[src/rtl/spdif_lock_pkg.sv]
package spdif_lock_pkg;

  typedef enum logic [2:0] {
    ST_IDLE = 3'd0,
    ST_WAIT = 3'd1,
    ST_SYNC = 3'd2,
    ST_HOLD = 3'd3,
    ST_RECV = 3'd4,
    ST_ERR  = 3'd5
  } lockState_t;

  localparam logic [1:0] MODE_OFF  = 2'd0;
  localparam logic [1:0] MODE_LOCK = 2'd1;
  localparam logic [1:0] MODE_RSV  = 2'd2;
  localparam logic [1:0] MODE_FULL = 2'd3;

  // strobes from control to datapath
  typedef struct packed {
    logic clrAll;
    logic countFail;
  } ctrlStrobe_t;

  // status from datapath to control
  typedef struct packed {
    logic actReached;
    logic budgetSpent;
  } dpStatus_t;

endpackage

[src/rtl/spdif_lock_dp.sv]
module spdif_lock_dp
  import spdif_lock_pkg::*;
#(
  parameter int NUM_LINES   = 4,
  parameter int SYNC_STAGES = 2,
  parameter int ACT_EDGES   = 4,
  parameter int CODE_W      = 2,
  parameter int RETRY_STEP  = 2,
  localparam int SEL_W      = $clog2(NUM_LINES),
  localparam int MAX_CODE   = (1 << CODE_W) - 1,
  localparam int FAIL_W     = RETRY_STEP * MAX_CODE + 1,
  localparam int EDGE_W     = $clog2(ACT_EDGES + 1)
) (
  input  logic                 clk,
  input  logic                 rstN,
  input  logic [NUM_LINES-1:0] serialIn,
  input  logic [SEL_W-1:0]     lineSel,
  input  logic [CODE_W-1:0]    budgetCode,
  input  ctrlStrobe_t          strobe,
  output dpStatus_t            status
);

  logic [SYNC_STAGES-1:0] syncChain;
  logic                   lastSample;
  logic                   lineEdge;
  logic [EDGE_W-1:0]      edgeCnt;
  logic [FAIL_W-1:0]      failCnt;
  logic [FAIL_W-1:0]      failLimit;

  // synchronizer on the selected line
  always_ff @(posedge clk or negedge rstN) begin
    if (!rstN) begin
      syncChain  <= '0;
      lastSample <= 1'b0;
    end else begin
      syncChain  <= {syncChain[SYNC_STAGES-2:0], serialIn[lineSel]};
      lastSample <= syncChain[SYNC_STAGES-1];
    end
  end

  assign lineEdge = syncChain[SYNC_STAGES-1] ^ lastSample;

  // activity counter saturates at the threshold
  always_ff @(posedge clk or negedge rstN) begin
    if (!rstN) begin
      edgeCnt <= '0;
    end else if (strobe.clrAll) begin
      edgeCnt <= '0;
    end else if (lineEdge && !status.actReached) begin
      edgeCnt <= edgeCnt + 1'b1;
    end
  end

  // failed attempt counter
  always_ff @(posedge clk or negedge rstN) begin
    if (!rstN) begin
      failCnt <= '0;
    end else if (strobe.clrAll) begin
      failCnt <= '0;
    end else if (strobe.countFail) begin
      failCnt <= failCnt + 1'b1;
    end
  end

  // retries allowed = 2^(RETRY_STEP*code) - 1
  assign failLimit = FAIL_W'((1 << (RETRY_STEP * int'(budgetCode))) - 1);

  assign status.actReached  = (edgeCnt == EDGE_W'(ACT_EDGES));
  assign status.budgetSpent = (failCnt == failLimit);

endmodule

[src/rtl/spdif_lock_fsm.sv]
module spdif_lock_fsm
  import spdif_lock_pkg::*;
(
  input  logic        clk,
  input  logic        rstN,
  input  logic [1:0]  runMode,
  input  logic        waitLine,
  input  logic        estOk,
  input  logic        estFail,
  input  dpStatus_t   status,
  output ctrlStrobe_t strobe,
  output lockState_t  state,
  output logic        estStart,
  output logic        dataEn
);

  lockState_t nextState;
  logic       startNext;
  logic       modeOn;
  logic       modeFull;

  assign modeOn   = (runMode == MODE_LOCK) || (runMode == MODE_FULL);
  assign modeFull = (runMode == MODE_FULL);

  always_comb begin
    nextState        = state;
    startNext        = 1'b0;
    strobe.countFail = 1'b0;
    strobe.clrAll    = !modeOn;
    if (!modeOn) begin
      nextState = ST_IDLE;
    end else begin
      unique case (state)
        ST_IDLE: begin
          if (waitLine) begin
            nextState = ST_WAIT;
          end else begin
            nextState = ST_SYNC;
            startNext = 1'b1;
          end
        end
        ST_WAIT: begin
          if (status.actReached) begin
            nextState = ST_SYNC;
            startNext = 1'b1;
          end
        end
        ST_SYNC: begin
          if (estOk) begin
            nextState = modeFull ? ST_RECV : ST_HOLD;
          end else if (estFail) begin
            if (status.budgetSpent) begin
              nextState = ST_ERR;
            end else begin
              strobe.countFail = 1'b1;
              startNext        = 1'b1;
            end
          end
        end
        ST_HOLD: if (modeFull) nextState = ST_RECV;
        ST_RECV: if (!modeFull) nextState = ST_HOLD;
        ST_ERR:  nextState = ST_ERR;
        default: nextState = ST_IDLE;
      endcase
    end
  end

  always_ff @(posedge clk or negedge rstN) begin
    if (!rstN) begin
      state    <= ST_IDLE;
      estStart <= 1'b0;
    end else begin
      state    <= nextState;
      estStart <= startNext;
    end
  end

  assign dataEn = (state == ST_RECV);

endmodule

[src/rtl/spdif_lock_ctrl.sv]
module spdif_lock_ctrl
  import spdif_lock_pkg::*;
#(
  parameter int NUM_LINES   = 4,
  parameter int SYNC_STAGES = 2,
  parameter int ACT_EDGES   = 4,
  parameter int CODE_W      = 2,
  parameter int RETRY_STEP  = 2,
  localparam int SEL_W      = $clog2(NUM_LINES)
) (
  input  logic                 clk,
  input  logic                 rstN,
  input  logic [1:0]           runMode,
  input  logic [CODE_W-1:0]    budgetCode,
  input  logic                 waitLine,
  input  logic [SEL_W-1:0]     lineSel,
  input  logic [NUM_LINES-1:0] serialIn,
  input  logic                 estOk,
  input  logic                 estFail,
  output logic                 estStart,
  output logic [2:0]           lockState,
  output logic                 dataEn
);

  ctrlStrobe_t strobe;
  dpStatus_t   status;
  lockState_t  fsmState;

  spdif_lock_dp #(
    .NUM_LINES  (NUM_LINES),
    .SYNC_STAGES(SYNC_STAGES),
    .ACT_EDGES  (ACT_EDGES),
    .CODE_W     (CODE_W),
    .RETRY_STEP (RETRY_STEP)
  ) dp_i (
    .clk       (clk),
    .rstN      (rstN),
    .serialIn  (serialIn),
    .lineSel   (lineSel),
    .budgetCode(budgetCode),
    .strobe    (strobe),
    .status    (status)
  );

  spdif_lock_fsm fsm_i (
    .clk     (clk),
    .rstN    (rstN),
    .runMode (runMode),
    .waitLine(waitLine),
    .estOk   (estOk),
    .estFail (estFail),
    .status  (status),
    .strobe  (strobe),
    .state   (fsmState),
    .estStart(estStart),
    .dataEn  (dataEn)
  );

  assign lockState = fsmState;

endmodule

[config.mk]
export PLATFORM = sky130hd
export DESIGN_NAME = spdif_lock_ctrl
export DESIGN_NICKNAME = d
export VERILOG_FILES = /design/src/rtl/spdif_lock_pkg.sv /design/src/rtl/spdif_lock_dp.sv /design/src/rtl/spdif_lock_fsm.sv /design/src/rtl/spdif_lock_ctrl.sv
export SDC_FILE = /design/constraint.sdc
export NUM_CORES = 1
export LEC_CHECK = 0
export BUFFER_PORTS_ARGS = -buffer_cell sky130_fd_sc_hd__buf_4
export CAP_MARGIN = 5
export CORE_MARGIN = 8
export CORE_UTILIZATION = 49
export DETAILED_ROUTE_END_ITERATION = 12
export PLACE_DENSITY = 0.72
export SYNTH_ARGS = -nofsm -noshare
export SYNTH_HDL_FRONTEND = slang
export SYNTH_SLANG_ARGS = --single-unit
[constraint.sdc]
create_clock -name clk -period 1.8 [get_ports clk]
set_input_delay 0 -clock clk [delete_from_list [all_inputs] [get_ports clk]]
set_output_delay 0 -clock clk [all_outputs]
set_load 0.05 [all_outputs]
==> results.toml, run 1 <==
[outcome]
status = "finished clean"

[die]
ios = 20
core_area_mm2 = 0.00217
initial_core_util_pct = 50.9
num_rows = 17
die-width_um = 63.5
fp.dieH_um = 63.5
dieArea_mm2 = 0.00403

[pwr]
ir_worst_vdd_mv = 0.711
p_per_area_mw_per_mm2 = 1070
p_leak_nw = 0.640
p_total_mw = 1.53

[worst_setup_path]
r2r_cells = 5
crit_arrival_ns = 1.93
r2r-start = "dp_i.failCnt[0]$_DFFE_PN0P_"
critPathMaxFanout = 6
worst-setup-path-type = "reg -> reg"
r2r-end = "fsm_i.state[1]$_DFFE_PN0P_"
cp-start-kind = "flip-flop"
reg2reg_slack_ns = 0.06
critPathLaunch = "dp_i.failCnt[0]$_DFFE_PN0P_"
end_kind = "flip-flop"
cp_data_required_time_ns = 1.99

[synth]
yosysWarnings = 0
yosysMostFrequentCell = "dfrtp_1"
synth_common_cells = "dfrtp_1, nand2_1, a21oi_1, and3_1, inv_1"
synth_seq_area_share_pct = 38.5
synthTopCellsByArea = "dfrtp_1, and3_1, nand2_1"
synth_edf_count = 0
synth_area_leader_cell = "dfrtp_1"
syn_nets = 131
ys_ff_latch = 17
syn_area_per_cell_um2 = 9.78
syn_area_mm2 = 0.00110
synth.distinct_cells = 43
async_reset_ff_share_pct = 100
yosysTopAreaCellShare_pct = 38.5
yosys_most_used_dff = "dfrtp_1"
syn_inst = 113

[final_layout]
fillers = 186
syn2layout_area_growth_pct = 29.6
fin_area_mm2 = 0.00143
diodes = 0
stdcell_count = 172
nets = 163
drive_gt1_share_pct = 33.3

[placed_design]
port_buffers = 19
place_congestion = 0.842
place_hpwl_um = 1820
placed_cells = 163
place_area_mm2 = 0.00135

[clocking]
clockRootBuffer = "clkbuf_4"
cts.sinks = 17
clk_pin_slew_ns = 0.10
cts_buffer_depth = 2
clk_latency_ns = 0.30
cts_htree_levels = 1
cts_tree = "built"
numCtsBuffers = 3

[timing]
rsz0062_at_grt = "false"
worstMarginPinSlew_ns = 0.338
max_freq_mhz = 573
drv_slew = 0
clock_skew_ns = 0.00125
min_period_ns = 1.74
final-setup-viol-count = 0
slew_headroom_pct = 77.3
finalHoldViolCount = 0
fin_setup_tns_ns = 0
period_share_pct = 96.9
hold_ws_ns = 0.0485

[global_route]
grt_max_degree = 19
grt_first_pass_wirelength_um = 4130
grt.overflow.total = 0
antenna_found_initial = 0
grt_pass1_vias = 991
grt_use_total_pct = 12.2

[hold_path]
hold_start = "runMode[1]"
worstHoldEndpoint = "fsm_i.state[2]$_DFFE_PN0P_"
hold_depth = 3
worstHoldPathType = "in -> reg"

[route]
vias = 956
final_antenna_net_count = 0
first_pass_iters = 4
vias_per_cell = 5.56
wirelength_um = 2320
drt_iter0_drc = 30
remaining_drc_errors = 0
wl_per_cell_um = 13.5

[run]
drv_cap = 0
==> repair_timing <==
action,in CTS,in global routing
resized for setup,1,1
endpoints found under the setup margin,1,1
pin swaps,0,2
hold endpoints to repair,19,0
hold buffers,4,0
buffers inserted,0,1
==> final cells by class <==
class	instances	area [um^2]	share of cell area [%]
Timing Repair Buffer	31	243	17.0
Tap cell	28	35.0	2.45
Inverter	8	30.0	2.10
Clock inverter	1	7.51	0.524
Clock buffer	3	22.5	1.57
Multi-Input combinational cell	84	664	46.4
Sequential cell	17	429	30.0
==> flip-flops by register name (all words and copies together), names as in the netlist <==
name / count
fsm_i.estStart: 1
dp_i.edgeCnt: 3
fsm_i.state: 3
dp_i.syncChain: 2
dp_i.lastSample: 1
dp_i.failCnt: 7
==> critical path, cell delays in order (launching register included) <==
cell and delay, ns:
dfrtp_1 0.39, or4_4 0.55, o21ai_2 0.17, o22ai_4 0.11
o41ai_2 0.35, a21oi_1 0.06
==> where the power goes <==
part           internal, mW  switching (mW)
Clock                0.0848           0.131
Sequential            0.446          0.0536
Combinational         0.336           0.474
==> how the worst max path moves through the flow <==
stage | to | cells past startpoint | slack (ns)
floorplan | dp_i.failCnt[6]$_DFFE_PN0P_ | 5 | 0.003
detailed placement | fsm_i.state[1]$_DFFE_PN0P_ | 5 | 0.001
finish | fsm_i.state[1]$_DFFE_PN0P_ | 5 | 0.06
global placement | fsm_i.state[1]$_DFFE_PN0P_ | 5 | 0.05
CTS | fsm_i.state[1]$_DFFE_PN0P_ | 5 | 0.04
global route | dp_i.failCnt[6]$_DFFE_PN0P_ | 4 | 0.008
==> cell families (layout without fill, tap and decap cells) <==
| group | after synthesis | count (layout) | share of synthesized area (%) |
|---|---|---|---|
| buffers and inverters | 12 | 43 | 4.87 |
| AND/OR/NAND/NOR | 46 | 46 | 25.6 |
| multiplexers | 4 | 4 | 4.76 |
| adder cells (fa/ha/maj) | 3 | 3 | 3.40 |
| XOR/XNOR | 5 | 5 | 3.96 |
| AO/OA/AOI/OAI | 26 | 26 | 18.9 |
| flip-flops | 17 | 17 | 38.5 |
==> metal layers <==
layer	part of all wire (%)	routed length, um	GRT usage [%]	vias to the layer above
li1	-	-	-	475
met2	50	1150	20.9	22
met3	5.0	116	2.83	7
met4	2.6	60	6.69	0
met5	0	0	0	-
met1	43	989	13.5	452
==> metrics by stage <==
stage	util, %	worst slack [ns]
6_report	66.0	0.0561
5_1_grt	66.0	0.00799
4_1_cts	65.4	0.0417
3_5_place_dp	62.0	0.00105
3_3_place_gp	62.0	0.0483
2_1_floorplan	-	0.00317
==> layout by cell type, fill, tap and decap left out, drive strengths merged, types with 2 or more instances in the layout <==
| master | instances |
|---|---|
| inv | 8 |
| buf | 27 |
| or4 | 2 |
| nand2b | 2 |
| nand2 | 11 |
| a211oi | 2 |
| o21ai | 3 |
| xor2 | 2 |
| nor2 | 3 |
| clkbuf | 3 |
| a21oi | 7 |
| xnor2 | 3 |
| nand4bb | 2 |
| nor2b | 3 |
| dlygate4sd3 | 4 |
| nand3 | 5 |
| and2 | 3 |
| o22ai | 4 |
| ha | 3 |
| and3 | 7 |
| dfrtp | 17 |
| o21a | 4 |
| mux2i | 3 |
Power figures use the tool's default switching activity.
==> run 2, diff against run 1 <==
==> constraint.sdc (replaced) <==
create_clock -name clk -period 1.6 [get_ports clk]
set_input_delay 0 -clock clk [delete_from_list [all_inputs] [get_ports clk]]
set_output_delay 0 -clock clk [all_outputs]
set_load 0.05 [all_outputs]
==> run 2 against run 1 <==
Compared with the run above:
- the run now ends with setup timing left
- sequential cell count is the same
- sequential power grew 9.4%
- clock power grew 6%
- clock skew grew 0.0042 ns
- largest power group unchanged
==> results.toml, run 2 (same netlist as run 1, synthesis figures left out) <==
[final_layout]
syn2layout_area_growth_pct = 35.7
final_common_cell = "buf_4"
largest_reg_flops = 7
final_util_pct = 69.1
reg_top3 = "dp_i.failCnt x7, dp_i.edgeCnt x3, fsm_i.state x3"
drive_gt1_share_pct = 38.9
diodes = 0
final_cell_mix = "buf_4, dfrtp_1, nand2_1"
stdcell_count = 177
nets = 168
fin_area_mm2 = 0.00150
regMostFlops = "dp_i.failCnt"

[pwr]
p_total_mw = 1.78
ir_worst_vdd_mv = 0.901
p_per_area_mw_per_mm2 = 1190
p_leak_nw = 0.670

[worst_setup_path]
critPathMaxFanout = 6
crit_slowest_cell = "or4_4"
crit_chain = "or4_4 > o22ai_4 > and3_4 > mux2i_1"
end_kind = "flip-flop"
cp_data_required_time_ns = 1.82
crit_arrival_ns = 1.91
cp-start-kind = "flip-flop"
worst-setup-path-type = "reg -> reg"
timing.critical_path.buf_inv = 0
cpPeakStageDelay_ns = 0.52
cp_top_family = "simple AND/OR/NAND/NOR gates"

[die]
fp.dieH_um = 63.5
ios = 20
num_rows = 17
core_area_mm2 = 0.00217
dieArea_mm2 = 0.00403
initial_core_util_pct = 50.9
die-width_um = 63.5

[route]
remaining_drc_errors = 0
final_antenna_net_count = 0
vias = 1000
drt_iter0_drc = 41
first_pass_iters = 4
wl_per_cell_um = 14.0
wirelength_um = 2490
vias_per_cell = 5.65

[timing]
min_period_ns = 1.69
final-setup-viol-count = 9
period_share_pct = 106
max_freq_mhz = 590
finalHoldViolCount = 0
clock_skew_ns = 0.00546
worstMarginPinSlew_ns = 0.340
slew_headroom_pct = 77.1
hold_ws_ns = 0.0246
fin_ws_ns = -0.0950
rsz0062_at_grt = "true"
drv_slew = 0

[placed_design]
place_congestion = 0.784
place_hpwl_um = 1830
placed_cells = 166
place_area_mm2 = 0.00139
port_buffers = 19

[clocking]
clockRootBuffer = "clkbuf_4"
numCtsBuffers = 3
cts.sinks = 17
clk_pin_slew_ns = 0.10
clk_latency_ns = 0.28
cts_buffer_depth = 2
cts_htree_levels = 1
cts_tree = "built"

[hold_path]
worstHoldPathType = "in -> reg"

[global_route]
antenna_found_initial = 0
grt_use_total_pct = 13.1
grt_max_degree = 19
grt_pass1_vias = 1060
grt.overflow.total = 0
grt_first_pass_wirelength_um = 4440

[run]
drv_cap = 0

[outcome]
violations = "setup timing"
status = "finished with violations"
run 2: cell types whose count changed in the layout (fill, tap and decap cells not counted), sizes merged:
cell / delta
o22ai: +1
clkinvlp: -1
dlygate4sd3: -2
clkbuf: +1
buf: +6
run 2: layer usage:
| layer | vias up | routed length (um) | global-route usage [%] |
|---|---|---|---|
| met5 | - | 0 | 0 |
| met4 | 0 | 17 | 6.13 |
| met3 | 2 | 132 | 3.00 |
| met2 | 22 | 1250 | 23.1 |
| met1 | 492 | 1090 | 14.5 |
| li1 | 484 | - | - |
run 2: worst paths after layout:
check	start	endpoint	slack, ns	cells after the start
setup reg to reg	fsm_i.state[2]$_DFFE_PN0P_	dp_i.failCnt[6]$_DFFE_PN0P_	-0.09	4
hold reg to reg	dp_i.syncChain[0]$_DFF_PN0_	dp_i.syncChain[1]$_DFF_PN0_	0.36	0
max in group asynchronous	rstN	fsm_i.state[1]$_DFFE_PN0P_	1.29	2
setup / recovery	fsm_i.state[2]$_DFFE_PN0P_	dp_i.failCnt[6]$_DFFE_PN0P_	-0.09	4
min in group asynchronous	rstN	dp_i.failCnt[2]$_DFFE_PN0P_	0.11	2
hold / removal	runMode[0]	fsm_i.state[1]$_DFFE_PN0P_	0.02	3
run 2: what timing repair did:
| item | in CTS | in global routing |
|---|---|---|
| hold buffers | 2 | 0 |
| pin swaps | 10 | 1 |
| resized for setup | 3 | 1 |
| setup buffers | 3 | 1 |
| endpoints found under the hold margin | 18 | 0 |
| setup endpoints to repair | 10 | 11 |
| gates cloned | 1 | 0 |
run 2: stage by stage:
step                setup TNS [ns]  worst slack, ns
floorplan                   -0.765           -0.113
global placement            -0.422          -0.0868
detailed placement          -0.644           -0.122
CTS                         -0.736           -0.102
global route                 -1.52           -0.192
finish                      -0.658          -0.0950
run 2: report_power, final:
| group | switching (mW) | internal [mW] | total, mW |
|---|---|---|---|
| clock network | 0.130 | 0.0968 | 0.227 |
| logic | 0.570 | 0.436 | 1.01 |
| registers | 0.0455 | 0.502 | 0.547 |
run 2: layout make-up:
cell class	instances	area [um^2]
Fill cell	185	671
Tap cell	28	35.0
Inverter	8	30.0
Multi-Input combinational cell	85	707
Clock buffer	4	26.3
Sequential cell	17	429
Timing Repair Buffer	35	272
run 2: tightest hold or removal path: stages:
cell and delay (ns):
buf_4 0.18, o41ai_2 0.06, a21oi_1 0.04
